`config.mk`:
```
export PLATFORM = sky130hd
export DESIGN_NAME = qlut_trigger
export DESIGN_NICKNAME = d
export VERILOG_FILES = /design/src/rtl/qlut_pkg.sv /design/src/rtl/qlut_store.sv /design/src/rtl/qlut_match.sv /design/src/rtl/qlut_trigger.sv
export SDC_FILE = /design/constraint.sdc
export NUM_CORES = 1
export LEC_CHECK = 0
export BUFFER_PORTS_ARGS = -buffer_cell sky130_fd_sc_hd__buf_4
export CAP_MARGIN = 40
export CORE_MARGIN = 3
export CORE_UTILIZATION = 45
export CTS_CLUSTER_SIZE = 12
export DETAILED_ROUTE_END_ITERATION = 12
export RECOVER_POWER = 25
export SLEW_MARGIN = 30
export SYNTH_ARGS = -nofsm -noshare
export SYNTH_HDL_FRONTEND = slang
export SYNTH_SLANG_ARGS = --single-unit
export TNS_END_PERCENT = 5
```
`constraint.sdc`:
```
create_clock -name clk -period 6.66 [get_ports clk]
set_input_delay 0.666 -clock clk [delete_from_list [all_inputs] [get_ports clk]]
set_output_delay 0.666 -clock clk [all_outputs]
set_load 0.02 [all_outputs]
```
`src/rtl/qlut_pkg.sv`:
```
package qlut_pkg;
    typedef enum logic [1:0] {
        S_IDLE  = 2'd0,
        S_PRIME = 2'd1,
        S_WATCH = 2'd2,
        S_FIRED = 2'd3
    } trig_state_t;

    localparam logic [3:0] ROW_COMMIT_CODE = 4'h3;
    localparam int         GLUE_DEPTH      = 16;
endpackage

```
`src/rtl/qlut_store.sv`:
```
module qlut_store #(
    parameter int GROUPS = 4,
    parameter int GW     = 4,
    parameter int SEL_W  = 8
) (
    input  logic                        clk,
    input  logic                        rst_n,
    input  logic                        row_we,
    input  logic [3*GROUPS:0]           row_data,
    input  logic                        sel_we,
    input  logic [SEL_W-1:0]            sel,
    output logic [GROUPS*(1<<GW)-1:0]   val_tab,
    output logic [GROUPS*(1<<GW)-1:0]   e0_tab,
    output logic [GROUPS*(1<<GW)-1:0]   e1_tab,
    output logic [qlut_pkg::GLUE_DEPTH-1:0] glue_tab
);
    import qlut_pkg::*;

    localparam int DEPTH = 1 << GW;
    localparam int ROW_W = 3 * GROUPS + 1;

    logic [ROW_W-1:0] stage_q;
    logic [GW-1:0]    row_idx;
    logic             commit;

    assign row_idx = sel[GW-1:0];
    assign commit  = sel_we && (sel[SEL_W-1:SEL_W-4] == ROW_COMMIT_CODE);

    always_ff @(posedge clk) begin
        if (!rst_n)
            stage_q <= '0;
        else if (row_we)
            stage_q <= row_data;
    end

    for (genvar g = 0; g < GROUPS; g++) begin : g_grp
        logic [DEPTH-1:0] val_q, e0_q, e1_q;
        always_ff @(posedge clk) begin
            if (!rst_n) begin
                val_q <= '0;
                e0_q  <= '0;
                e1_q  <= '0;
            end else if (commit) begin
                val_q[row_idx] <= stage_q[g];
                e0_q[row_idx]  <= stage_q[GROUPS + g];
                e1_q[row_idx]  <= stage_q[2*GROUPS + g];
            end
        end
        assign val_tab[g*DEPTH +: DEPTH] = val_q;
        assign e0_tab[g*DEPTH +: DEPTH]  = e0_q;
        assign e1_tab[g*DEPTH +: DEPTH]  = e1_q;
    end

    logic [GLUE_DEPTH-1:0] glue_q;
    always_ff @(posedge clk) begin
        if (!rst_n)
            glue_q <= '0;
        else if (commit && (int'(row_idx) < GLUE_DEPTH))
            glue_q[4'(row_idx)] <= stage_q[3*GROUPS];
    end
    assign glue_tab = glue_q;
endmodule

```
`src/rtl/qlut_match.sv`:
```
module qlut_match #(
    parameter int GROUPS = 4,
    parameter int GW     = 4
) (
    input  logic [GROUPS*(1<<GW)-1:0] tab,
    input  logic [GROUPS*GW-1:0]      data,
    output logic                      hit
);
    localparam int DEPTH = 1 << GW;

    logic [GROUPS-1:0] grp_hit;

    for (genvar g = 0; g < GROUPS; g++) begin : g_look
        logic [DEPTH-1:0] t;
        assign t          = tab[g*DEPTH +: DEPTH];
        assign grp_hit[g] = t[data[g*GW +: GW]];
    end

    assign hit = &grp_hit;
endmodule

```
`src/rtl/qlut_trigger.sv`:
```
module qlut_trigger #(
    parameter int GROUPS     = 4,
    parameter int GW         = 4,
    parameter int SEL_W      = 8,
    parameter int FAST_IDX_W = 3
) (
    input  logic                     clk,
    input  logic                     rst_n,
    input  logic                     samp_valid,
    input  logic [GROUPS*GW-1:0]     samp,
    input  logic                     cfg_row_we,
    input  logic [3*GROUPS:0]        cfg_row_data,
    input  logic                     cfg_sel_we,
    input  logic [SEL_W-1:0]         cfg_sel,
    input  logic                     fast_en,
    input  logic [FAST_IDX_W:0]      fast_sel,
    input  logic                     trig_out_en,
    input  logic                     arm,
    output logic                     trig,
    output logic                     trig_pin
);
    import qlut_pkg::*;

    localparam int CH    = GROUPS * GW;
    localparam int DEPTH = 1 << GW;

    trig_state_t state_q, state_d;

    logic [CH-1:0]             prev_q;
    logic [GROUPS*DEPTH-1:0]   val_tab, e0_tab, e1_tab;
    logic [GLUE_DEPTH-1:0]     glue_tab;
    logic                      val_hit;
    logic [1:0]                cur_hit, old_hit;
    logic [3:0]                glue_idx;
    logic                      fast_hit, cond;

    qlut_store #(.GROUPS(GROUPS), .GW(GW), .SEL_W(SEL_W)) u_store (
        .clk      (clk),
        .rst_n    (rst_n),
        .row_we   (cfg_row_we),
        .row_data (cfg_row_data),
        .sel_we   (cfg_sel_we),
        .sel      (cfg_sel),
        .val_tab  (val_tab),
        .e0_tab   (e0_tab),
        .e1_tab   (e1_tab),
        .glue_tab (glue_tab)
    );

    qlut_match #(.GROUPS(GROUPS), .GW(GW)) u_val (
        .tab  (val_tab),
        .data (samp),
        .hit  (val_hit)
    );

    for (genvar k = 0; k < 2; k++) begin : g_edge
        logic [GROUPS*DEPTH-1:0] etab;
        assign etab = (k == 0) ? e0_tab : e1_tab;

        qlut_match #(.GROUPS(GROUPS), .GW(GW)) u_cur (
            .tab  (etab),
            .data (samp),
            .hit  (cur_hit[k])
        );
        qlut_match #(.GROUPS(GROUPS), .GW(GW)) u_old (
            .tab  (etab),
            .data (prev_q),
            .hit  (old_hit[k])
        );
    end

    assign glue_idx = {old_hit[1], cur_hit[1], old_hit[0], cur_hit[0]};

    always_comb begin
        logic cur_b, old_b;
        cur_b    = samp[fast_sel[FAST_IDX_W-1:0]];
        old_b    = prev_q[fast_sel[FAST_IDX_W-1:0]];
        fast_hit = fast_sel[FAST_IDX_W] ? (old_b && !cur_b) : (!old_b && cur_b);
        cond     = fast_en ? fast_hit : (val_hit && glue_tab[glue_idx]);
    end

    // state register
    always_ff @(posedge clk) begin
        if (!rst_n)
            state_q <= S_IDLE;
        else
            state_q <= state_d;
    end

    // next state
    always_comb begin
        state_d = state_q;
        unique case (state_q)
            S_IDLE:  if (arm) state_d = S_PRIME;
            S_PRIME: begin
                if (arm)             state_d = S_PRIME;
                else if (samp_valid) state_d = S_WATCH;
            end
            S_WATCH: begin
                if (arm)                     state_d = S_PRIME;
                else if (samp_valid && cond) state_d = S_FIRED;
            end
            S_FIRED: if (arm) state_d = S_PRIME;
            default: state_d = S_IDLE;
        endcase
    end

    // previous-sample register
    always_ff @(posedge clk) begin
        if (!rst_n)
            prev_q <= '0;
        else if (samp_valid && !arm && (state_q == S_PRIME || state_q == S_WATCH))
            prev_q <= samp;
    end

    // outputs
    always_comb begin
        trig     = (state_q == S_FIRED);
        trig_pin = trig && trig_out_en;
    end
endmodule

```
==> results of run 1 <==
-- logic make-up after synthesis --
logic type / Yosys count / share of synthesized area [%]
simple gates: 436 / 15.2
fa+ha+maj: 4 / 0.437
flops: 239 / 41.8
compound gates: 150 / 6.89
buf+inv: 119 / 4.54
mux: 228 / 31.1
-- flip-flops by register name (all words and copies together), names as in the netlist --
name                 flops
u_store.g_grp.e0_q      64
u_store.g_grp.val_q     64
u_store.g_grp.e1_q      64
state_q                  2
u_store.glue_tab        16
prev_q                  16
u_store.stage_q         13
-- worst min-delay path by stage --
stage,to,slack (ns),start
detailed placement,u_store.g_grp[3].val_q[5]$_SDFFE_PN0P_,0.44,u_store.g_grp[3].val_q[5]$_SDFFE_PN0P_
CTS,state_q[1]$_SDFFE_PN0P_,0.33,arm
global route,state_q[1]$_SDFFE_PN0P_,0.34,arm
floorplan,u_store.g_grp[2].val_q[5]$_SDFFE_PN0P_,0.43,u_store.g_grp[2].val_q[5]$_SDFFE_PN0P_
finish,state_q[1]$_SDFFE_PN0P_,0.35,arm
global placement,u_store.g_grp[3].val_q[6]$_SDFFE_PN0P_,0.43,u_store.g_grp[3].val_q[6]$_SDFFE_PN0P_
-- power by group --
group | switching, mW | internal, mW | total [mW]
registers | 0.0399 | 1.44 | 1.48
clock network | 0.571 | 0.831 | 1.40
logic | 0.0857 | 0.0652 | 0.151
total | 0.697 | 2.34 | 3.03
-- layer usage --
| metal | up-vias | global-route usage, % | routed length [µm] |
|---|---|---|---|
| li1 | 4093 | - | - |
| met1 | 4355 | 33.6 | 14500 |
| met2 | 290 | 40.3 | 15900 |
| met3 | 44 | 4.24 | 2300 |
| met4 | 0 | 5.94 | 712 |
| met5 | - | 0 | 0 |
-- synthesized netlist by cell type (all sizes together) (2+ instances only) --
| cell | n | area (µm²) |
|---|---|---|
| nand2 | 273 | 1020 |
| dfxtp | 239 | 4780 |
| a21oi | 139 | 696 |
| mux2i | 128 | 1280 |
| nor2 | 127 | 484 |
| mux4 | 96 | 2240 |
| clkbuf | 88 | 340 |
| buf | 24 | 154 |
| inv | 6 | 22.5 |
| nand4 | 6 | 37.5 |
| nand2b | 5 | 31.3 |
| nand3 | 5 | 25.0 |
| nor3 | 5 | 25.0 |
| a221oi | 4 | 35.0 |
| ha | 4 | 50.1 |
| mux2 | 4 | 45.0 |
| o21ai | 3 | 15.0 |
| or2 | 3 | 18.8 |
| nand3b | 2 | 15.0 |
| nand4bb | 2 | 22.5 |
| nor4 | 2 | 12.5 |
| nor4bb | 2 | 20.0 |
-- through the flow --
| stage | util, % | area (µm²) | std cells |
|---|---|---|---|
| global placement | 48.3 | 11900 | 1453 |
| floorplan | - | 11500 | 1176 |
| finish | 52.0 | 12800 | 1506 |
| global route | 52.0 | 12800 | 1506 |
| CTS | 52.0 | 12800 | 1506 |
| detailed placement | 48.6 | 12000 | 1458 |
-- critical path, cell delays in order --
cell	delay, ns
clkbuf_4	0.10
clkinvlp_2	2.43
buf_4	1.30
a2111oi_2	0.31
-- layout make-up --
class                           count  area, µm²
Clock buffer                       44        820
Tap cell                          324        405
Clock inverter                      4       20.0
Multi-Input combinational cell    818       6220
Inverter                            7       27.5
Timing Repair Buffer               70        544
Sequential cell                   239       4780
Fill cell                        2239      11900
==> flow_summary.json, run 1 <==
{
  "drc_errors": 0,
  "async_reset_ff_share_pct": 0,
  "drt_iter0_markers": 879,
  "final_net_count": 1215,
  "timing.fmax_mhz": 225,
  "io_buffers": 50,
  "syn_to_final_growth_pct": 12.0,
  "clk_path_buf_depth": 3,
  "startpoint": "rst_n",
  "worst_setup_path_end_kind": "register",
  "detail-route-antenna-nets": 0,
  "grt_usage_pct": 24.4,
  "drtPass1Iterations": 5,
  "vias": 8782,
  "synth_warnings": 0,
  "synth_edf_count": 0,
  "total_power_mw": 3.03,
  "period_minus_slack_ns": 4.45,
  "setup_tns_ns": 0,
  "htree_levels": 1,
  "finalCritPeriodShare_pct": 66.8,
  "cts_buffers": 26,
  "relSlewSlack_pct": -122,
  "gp_congestion": 0.836,
  "synthesis.nets": 1229,
  "ir_drop_mv": 0.150,
  "p_leak_nw": 4.62,
  "grt_max_degree": 92,
  "die_y_um": 166,
  "yosysUniqueCellTypes": 38,
  "grt_pass1_wl_mm": 50.4,
  "diodes": 0,
  "syn_area_per_cell_um2": 9.74,
  "synthFlopType": "dfxtp_1",
  "root_buffer": "clkbuf_16",
  "cts_tree": "built",
  "pre_cts_slack_ns": 3.21,
  "ys_ff_latch": 239,
  "start_kind": "primary input",
  "cts_sinks": 239,
  "max-cap-violations": 1,
  "gr-total-overflow": 0,
  "setup_viol": 0,
  "detail_route.vias_per_cell": 5.83,
  "rows": 57,
  "postCtsHoldBufs": 0,
  "final_common_cell": "nand2_1",
  "rr_endpoint": "state_q[1]$_SDFFE_PN0P_",
  "rsz0062_at_grt": "no",
  "layout_common_cells": "nand2_1 (273), dfxtp_1 (239), a21oi_1 (139)",
  "syn_area_mm2": 0.0115,
  "slew_viol_final": 92,
  "cts_resized": 0,
  "violations": "capacitance limit, slew limit",
  "yosysSeqAreaShare_pct": 41.8,
  "cp_data_arrival_time_ns": 4.87,
  "rrSetupSlack_ns": 3.37,
  "cp.required_ns": 7.08,
  "worstSetupEndpoint": "state_q[1]$_SDFFE_PN0P_",
  "whs_ns": 0.350,
  "die_w_um": 166,
  "cts_setup_buffers": 0,
  "worstSkewPairLatency_ns": 0.52,
  "syn_inst": 1176,
  "fin_skew_ns": 0.00529,
  "worstReg2RegStart": "prev_q[4]$_SDFFE_PN0P_",
  "holdPathStages": 2,
  "hold_viol_final": 0,
  "core-area_mm2": 0.0247,
  "die_area_mm2": 0.0274,
  "routed_wl_mm": 33.5,
  "place_hpwl_mm": 21.5,
  "io-pin-count": 51,
  "clk_pin_slew_worst_paths_ns": 0.06,
  "grt_antenna_before_repair": 0,
  "r2r_cells": 9,
  "grt_pass1_vias": 8061,
  "critPathMaxFanout": 91,
  "criticalPathCategory": "in2reg",
  "worstMarginPinSlew_ns": 3.31,
  "run_status": "finished with violations",
  "min_path_type": "in2reg",
  "p_per_area_mw_per_mm2": 237,
  "fin_ws_ns": 2.21,
  "start_util_pct": 46.4,
  "avgRoutedWirePerCell_um": 22.2,
  "layout-drive-gt1-share_pct": 17.7
}
No activity file was read; power rests on OpenSTA's default activity.
==> run 2: changes to the inputs <==
--- a/config.mk
+++ b/config.mk
@@ -5,6 +5,7 @@
 export SDC_FILE = /design/constraint.sdc
 export NUM_CORES = 1
 export LEC_CHECK = 0
+export ABC_AREA = 1
 export BUFFER_PORTS_ARGS = -buffer_cell sky130_fd_sc_hd__buf_4
 export CAP_MARGIN = 40
 export CORE_MARGIN = 3
==> constraint.sdc (replaced) <==
create_clock -name clk -period 4 [get_ports clk]
set_input_delay 0.4 -clock clk [delete_from_list [all_inputs] [get_ports clk]]
set_output_delay 0.4 -clock clk [all_outputs]
set_load 0.02 [all_outputs]
==> flow_summary.json, run 2 <==
{
  "die_w_um": 166,
  "detail_route.vias_per_cell": 5.62,
  "io-pin-count": 51,
  "setup_viol": 0,
  "p_leak_nw": 4.74,
  "vias": 11216,
  "routed_wl_mm": 36.1,
  "timing.fmax_mhz": 318,
  "grt_util_met1_pct": 35.5,
  "final_net_count": 1711,
  "met2_usage_pct": 39.9,
  "drt_iter0_markers": 1016,
  "cts_resized": 0,
  "cts_setup_buffers": 0,
  "largestRegisters": "u_store.g_grp.e0_q (64), u_store.g_grp.e1_q (64), u_store.g_grp.val_q (64)",
  "grt_max_degree": 84,
  "grt_pass1_wl_mm": 56.5,
  "synthFlopType": "dfxtp_1",
  "gr-total-overflow": 0,
  "drtPass1Iterations": 5,
  "root_buffer": "clkbuf_16",
  "run_status": "finished with violations",
  "syn_to_final_growth_pct": 11.0,
  "async_reset_ff_share_pct": 0,
  "synthTopCellsByArea": "dfxtp_1 (42%), o21ai_0 (16%), a21oi_1 (13%)",
  "period_minus_slack_ns": 3.14,
  "synth.most_common_cell": "o21ai_0",
  "rows": 57,
  "yosysSeqAreaShare_pct": 41.7,
  "start_util_pct": 46.5,
  "die_y_um": 166,
  "critPathMaxFanout": 83,
  "start_kind": "primary input",
  "synthesis.nets": 1722,
  "gp_congestion": 0.944,
  "place_hpwl_mm": 22.8,
  "cts_tree": "built",
  "max-cap-violations": 1,
  "cts_buffers": 26,
  "synth_edf_count": 0,
  "final_common_cell": "o21ai_0",
  "drc_errors": 0,
  "syn_area_mm2": 0.0115,
  "detail-route-antenna-nets": 0,
  "avgRoutedWirePerCell_um": 18.1,
  "violations": "capacitance limit, slew limit",
  "die_area_mm2": 0.0275,
  "cp_data_arrival_time_ns": 3.61,
  "cp.required_ns": 4.46,
  "worst_setup_path_end_kind": "register",
  "syn_area_per_cell_um2": 6.88,
  "worstSkewPairLatency_ns": 0.53,
  "clk_path_buf_depth": 3,
  "gr-max-usage-layer": "met2",
  "ir_drop_mv": 0.326,
  "diodes": 0,
  "yosysUniqueCellTypes": 37,
  "io_buffers": 50,
  "hold_viol_final": 0,
  "postLayoutCoreUtil_pct": 51.7,
  "synth_top_cell_by_area": "dfxtp_1",
  "setup_tns_ns": 0,
  "synth_top_area_share_pct": 41.7,
  "synth_common_cells": "o21ai_0 (364), a21oi_1 (289), dfxtp_1 (239), nand2_1 (211), nand3_1 (146)",
  "min_path_type": "in2reg",
  "worstMarginPinSlew_ns": 3.09,
  "p_per_area_mw_per_mm2": 447,
  "syn_inst": 1669,
  "layout-drive-gt1-share_pct": 8.49,
  "fin_ws_ns": 0.858,
  "grt_usage_pct": 25.0,
  "total_power_mw": 5.70,
  "fin_skew_ns": 0.00723,
  "pre_cts_slack_ns": 1.26,
  "grt.met3_usage_pct": 3.74,
  "ys_ff_latch": 239,
  "htree_levels": 1,
  "grt_pass1_vias": 9990,
  "rsz0062_at_grt": "no",
  "layout_common_cells": "o21ai_0 (364), a21oi_1 (289), dfxtp_1 (239)",
  "criticalPathCategory": "in2reg",
  "core-area_mm2": 0.0247,
  "relSlewSlack_pct": -106,
  "cts_sinks": 239,
  "finalCritPeriodShare_pct": 78.6,
  "clk_pin_slew_worst_paths_ns": 0.06,
  "postCtsHoldBufs": 0,
  "slew_viol_final": 83,
  "synth_warnings": 0,
  "grt_antenna_before_repair": 0
}
==> run 2: changes by cell type after synthesis, moves of 20 or more <==
cell and change:
nor2_1 -40, nand2_1 -62, inv_1 +134, mux4_1 -20
mux4_2 -76, a21oi_1 +150, mux2i_1 -128, nand3_1 +141
o21ai_0 +362
==> run 2: metrics by stage <==
step | std cells | hold WS (ns) | instance area [µm²]
finish | 1997 | 0.152 | 12800
floorplan | 1669 | 0.420 | 11500
CTS | 1997 | 0.132 | 12800
global placement | 1954 | 0.429 | 11900
detailed placement | 1954 | 0.434 | 11900
global route | 1997 | 0.153 | 12800
==> run 2: kinds of logic after synthesis <==
group,Yosys count,share of synthesized area [%]
AO/OA/AOI/OAI,691,30.5
adder cells (fa/ha/maj),4,0.436
AND/OR/NAND/NOR,463,17.5
buffers and inverters,272,9.91
flip-flops,239,41.7
==> run 2: worst max-delay path, cell delays in order <==
cell	delay, ns
clkbuf_1	2.14
buf_4	0.69
o21ai_0	0.18
a21oi_1	0.14
==> run 2: routing by layer <==
layer,up-vias,part of all wire (%)
met4,0,3.0
met1,5178,46
met5,-,0
li1,5646,-
met3,61,6.6
met2,331,45
==> run 2: final timing paths <==
path	from	end	slack, ns	cells after the start
worst max register to register	prev_q[0]$_SDFFE_PN0P_	state_q[0]$_SDFFE_PN0P_	1.19	18
worst min-delay path	cfg_row_data[0]	u_store.stage_q[0]$_SDFFE_PN0P_	0.15	3
worst min register to register	u_store.g_grp[3].val_q[6]$_SDFFE_PN0P_	u_store.g_grp[3].val_q[6]$_SDFFE_PN0P_	0.44	2
worst max-delay path	rst_n	u_store.g_grp[1].e1_q[15]$_SDFFE_PN0P_	0.86	4
==> run 2: cell type report <==
cell class | count | area [µm²]
inverters | 163 | 617
clock inverters | 8 | 90.1
flip-flops and latches | 239 | 4780
well taps | 324 | 405
fillers | 2554 | 11900
multi-input cells | 1158 | 5590
clock buffers | 35 | 736
repair buffers | 70 | 534
==> run 2: where the power goes <==
part	total, mW	leakage [nW]	internal (mW)	switching (mW)
Sequential	2.58	1.93	2.44	0.137
Combinational	0.751	2.40	0.253	0.498
Clock	2.37	0.412	1.40	0.968
==> run 3: changes to the inputs <==
==> constraint.sdc (replaced) <==
create_clock -name clk -period 2.88 [get_ports clk]
set_input_delay 0.288 -clock clk [delete_from_list [all_inputs] [get_ports clk]]
set_output_delay 0.288 -clock clk [all_outputs]
set_load 0.02 [all_outputs]
==> flow_summary.json, run 3 (synthesized netlist as in run 2, its figures left out) <==
{
  "run_status": "finished with violations",
  "violations": "capacitance limit, slew limit",
  "cts_setup_buffers": 0,
  "setup_viol": 0,
  "cts_tree": "built",
  "finalCritPeriodShare_pct": 89.7,
  "worstSetupEndpoint": "state_q[1]$_SDFFE_PN0P_",
  "r2r_cells": 14,
  "core-area_mm2": 0.0247,
  "cts_resized": 0,
  "grt_pass1_vias": 10155,
  "cts_buffers": 26,
  "cp.required_ns": 3.31,
  "p_leak_nw": 4.81,
  "vias": 11184,
  "avgRoutedWirePerCell_um": 18.0,
  "routed_wl_mm": 36.2,
  "final_cells": 2012,
  "max-cap-violations": 1,
  "final_net_count": 1722,
  "place_hpwl_mm": 23.4,
  "gr-total-overflow": 0,
  "setup_tns_ns": 0,
  "comb_power_share_pct": 13.8,
  "cp_data_arrival_time_ns": 3.01,
  "criticalPathCategory": "reg2reg",
  "htree_levels": 1,
  "root_buffer": "clkbuf_16",
  "rsz0062_at_grt": "no",
  "grt_usage_pct": 25.3,
  "critPathMaxFanout": 13,
  "clk_pin_slew_worst_paths_ns": 0.06,
  "start_util_pct": 46.5,
  "ir_drop_mv": 0.417,
  "drtPass1Iterations": 5,
  "layout-drive-gt1-share_pct": 9.12,
  "diodes": 0,
  "detail_route.vias_per_cell": 5.56,
  "fin_skew_ns": 0.00552,
  "seqPwrFrac_pct": 44.8,
  "intPower_mw": 5.72,
  "grt_antenna_before_repair": 0,
  "period_minus_slack_ns": 2.58,
  "startpoint": "prev_q[5]$_SDFFE_PN0P_",
  "slew_viol_final": 65,
  "whs_ns": 0.0336,
  "worstReg2RegStart": "prev_q[5]$_SDFFE_PN0P_",
  "p_per_area_mw_per_mm2": 619,
  "detail-route-antenna-nets": 0,
  "start_kind": "register",
  "timing.fmax_mhz": 387,
  "total_power_mw": 7.95,
  "clk_path_buf_depth": 3,
  "switchingPower_mw": 2.24,
  "layout_common_cells": "o21ai_0 (364), a21oi_1 (289), dfxtp_1 (237)",
  "die_y_um": 166,
  "syn_to_final_growth_pct": 12.0,
  "final_common_cell": "o21ai_0",
  "io-pin-count": 51,
  "clkPwrFrac_pct": 41.4,
  "die_w_um": 166,
  "drt_iter0_markers": 1189,
  "grt_max_degree": 81,
  "place_inst": 1964,
  "die_area_mm2": 0.0275,
  "min_path_type": "in2reg",
  "worst_setup_path_end_kind": "register",
  "rows": 57,
  "swShare_pct": 28.1,
  "gp_congestion": 0.920,
  "rrSetupSlack_ns": 0.30,
  "postCtsHoldBufs": 0,
  "hold_viol_final": 0,
  "io_buffers": 50,
  "cts_sinks": 239,
  "grt_pass1_wl_mm": 57.2,
  "worstSkewPairLatency_ns": 0.53,
  "drc_errors": 0,
  "rr_endpoint": "state_q[1]$_SDFFE_PN0P_",
  "worstMarginPinSlew_ns": 2.51,
  "fillers": 2526,
  "relSlewSlack_pct": -67.2,
  "largestRegisters": "u_store.g_grp.e0_q (64), u_store.g_grp.e1_q (64), u_store.g_grp.val_q (64)"
}
run 3: worst max-delay path, cell delays in order, from the launching register on:
cell      delay [ns]
dfxtp_1         0.65
o21ai_0         0.17
o22ai_1         0.18
o21ai_0         0.12
o21ai_0         0.36
nand3_1         0.20
nor2_1          0.19
nand3b_1        0.13
nand3_1         0.08
nand2_1         0.06
nand2_1         0.04
nand2_1         0.07
nand3_1         0.09
nor2_1          0.10
nor2_1          0.05
run 3: metrics by stage:
stage               worst slack (ns)  cell area (µm²)  util, %
finish                         0.295            12900     52.1
global placement               0.268            12000     48.7
detailed placement             0.256            12000     48.7
CTS                            0.233            12800     52.1
global route                   0.108            12900     52.1
floorplan                      0.978            11500        -
run 3: worst min path at each step:
stage | start | to | slack, ns | cells past startpoint
final | cfg_row_data[5] | u_store.stage_q[5]$_SDFFE_PN0P_ | 0.03 | 3
after floorplan | u_store.g_grp[1].val_q[4]$_SDFFE_PN0P_ | u_store.g_grp[1].val_q[4]$_SDFFE_PN0P_ | 0.42 | 2
after global routing | cfg_row_data[5] | u_store.stage_q[5]$_SDFFE_PN0P_ | 0.04 | 3
after CTS | cfg_row_data[5] | u_store.stage_q[5]$_SDFFE_PN0P_ | 0.02 | 3
after global placement | u_store.g_grp[1].val_q[6]$_SDFFE_PN0P_ | u_store.g_grp[1].val_q[6]$_SDFFE_PN0P_ | 0.43 | 2
after detailed placement | u_store.g_grp[1].val_q[6]$_SDFFE_PN0P_ | u_store.g_grp[1].val_q[6]$_SDFFE_PN0P_ | 0.43 | 2
run 3: area by class of cell:
class / instances / area [µm²] / area share, %
clock inverters: 5 / 50.0 / 0.389
well taps: 324 / 405 / 3.15
inverters: 163 / 617 / 4.80
clock buffers: 42 / 792 / 6.16
flip-flops and latches: 239 / 4790 / 37.2
multi-input cells: 1158 / 5590 / 43.4
repair buffers: 81 / 624 / 4.85
run 3: metal layers:
layer / up-vias / track usage [%] / wire (µm)
li1: 5674 / - / -
met1: 5079 / 36.4 / 16700
met2: 358 / 39.7 / 16200
met3: 73 / 3.62 / 2220
met4: 0 / 7.45 / 1060
met5: - / 0 / 0
run 3: power groups by stage:
stage                     Sequential [mW]  Clock [mW]  Combinational, mW
final                                3.57        3.29               1.10
after CTS                            3.56        3.34               1.08
after floorplan                      3.52           0              0.838
after detailed placement             3.63           0               1.08
after global placement               3.63           0               1.07
after global routing                 3.58        3.48               1.23
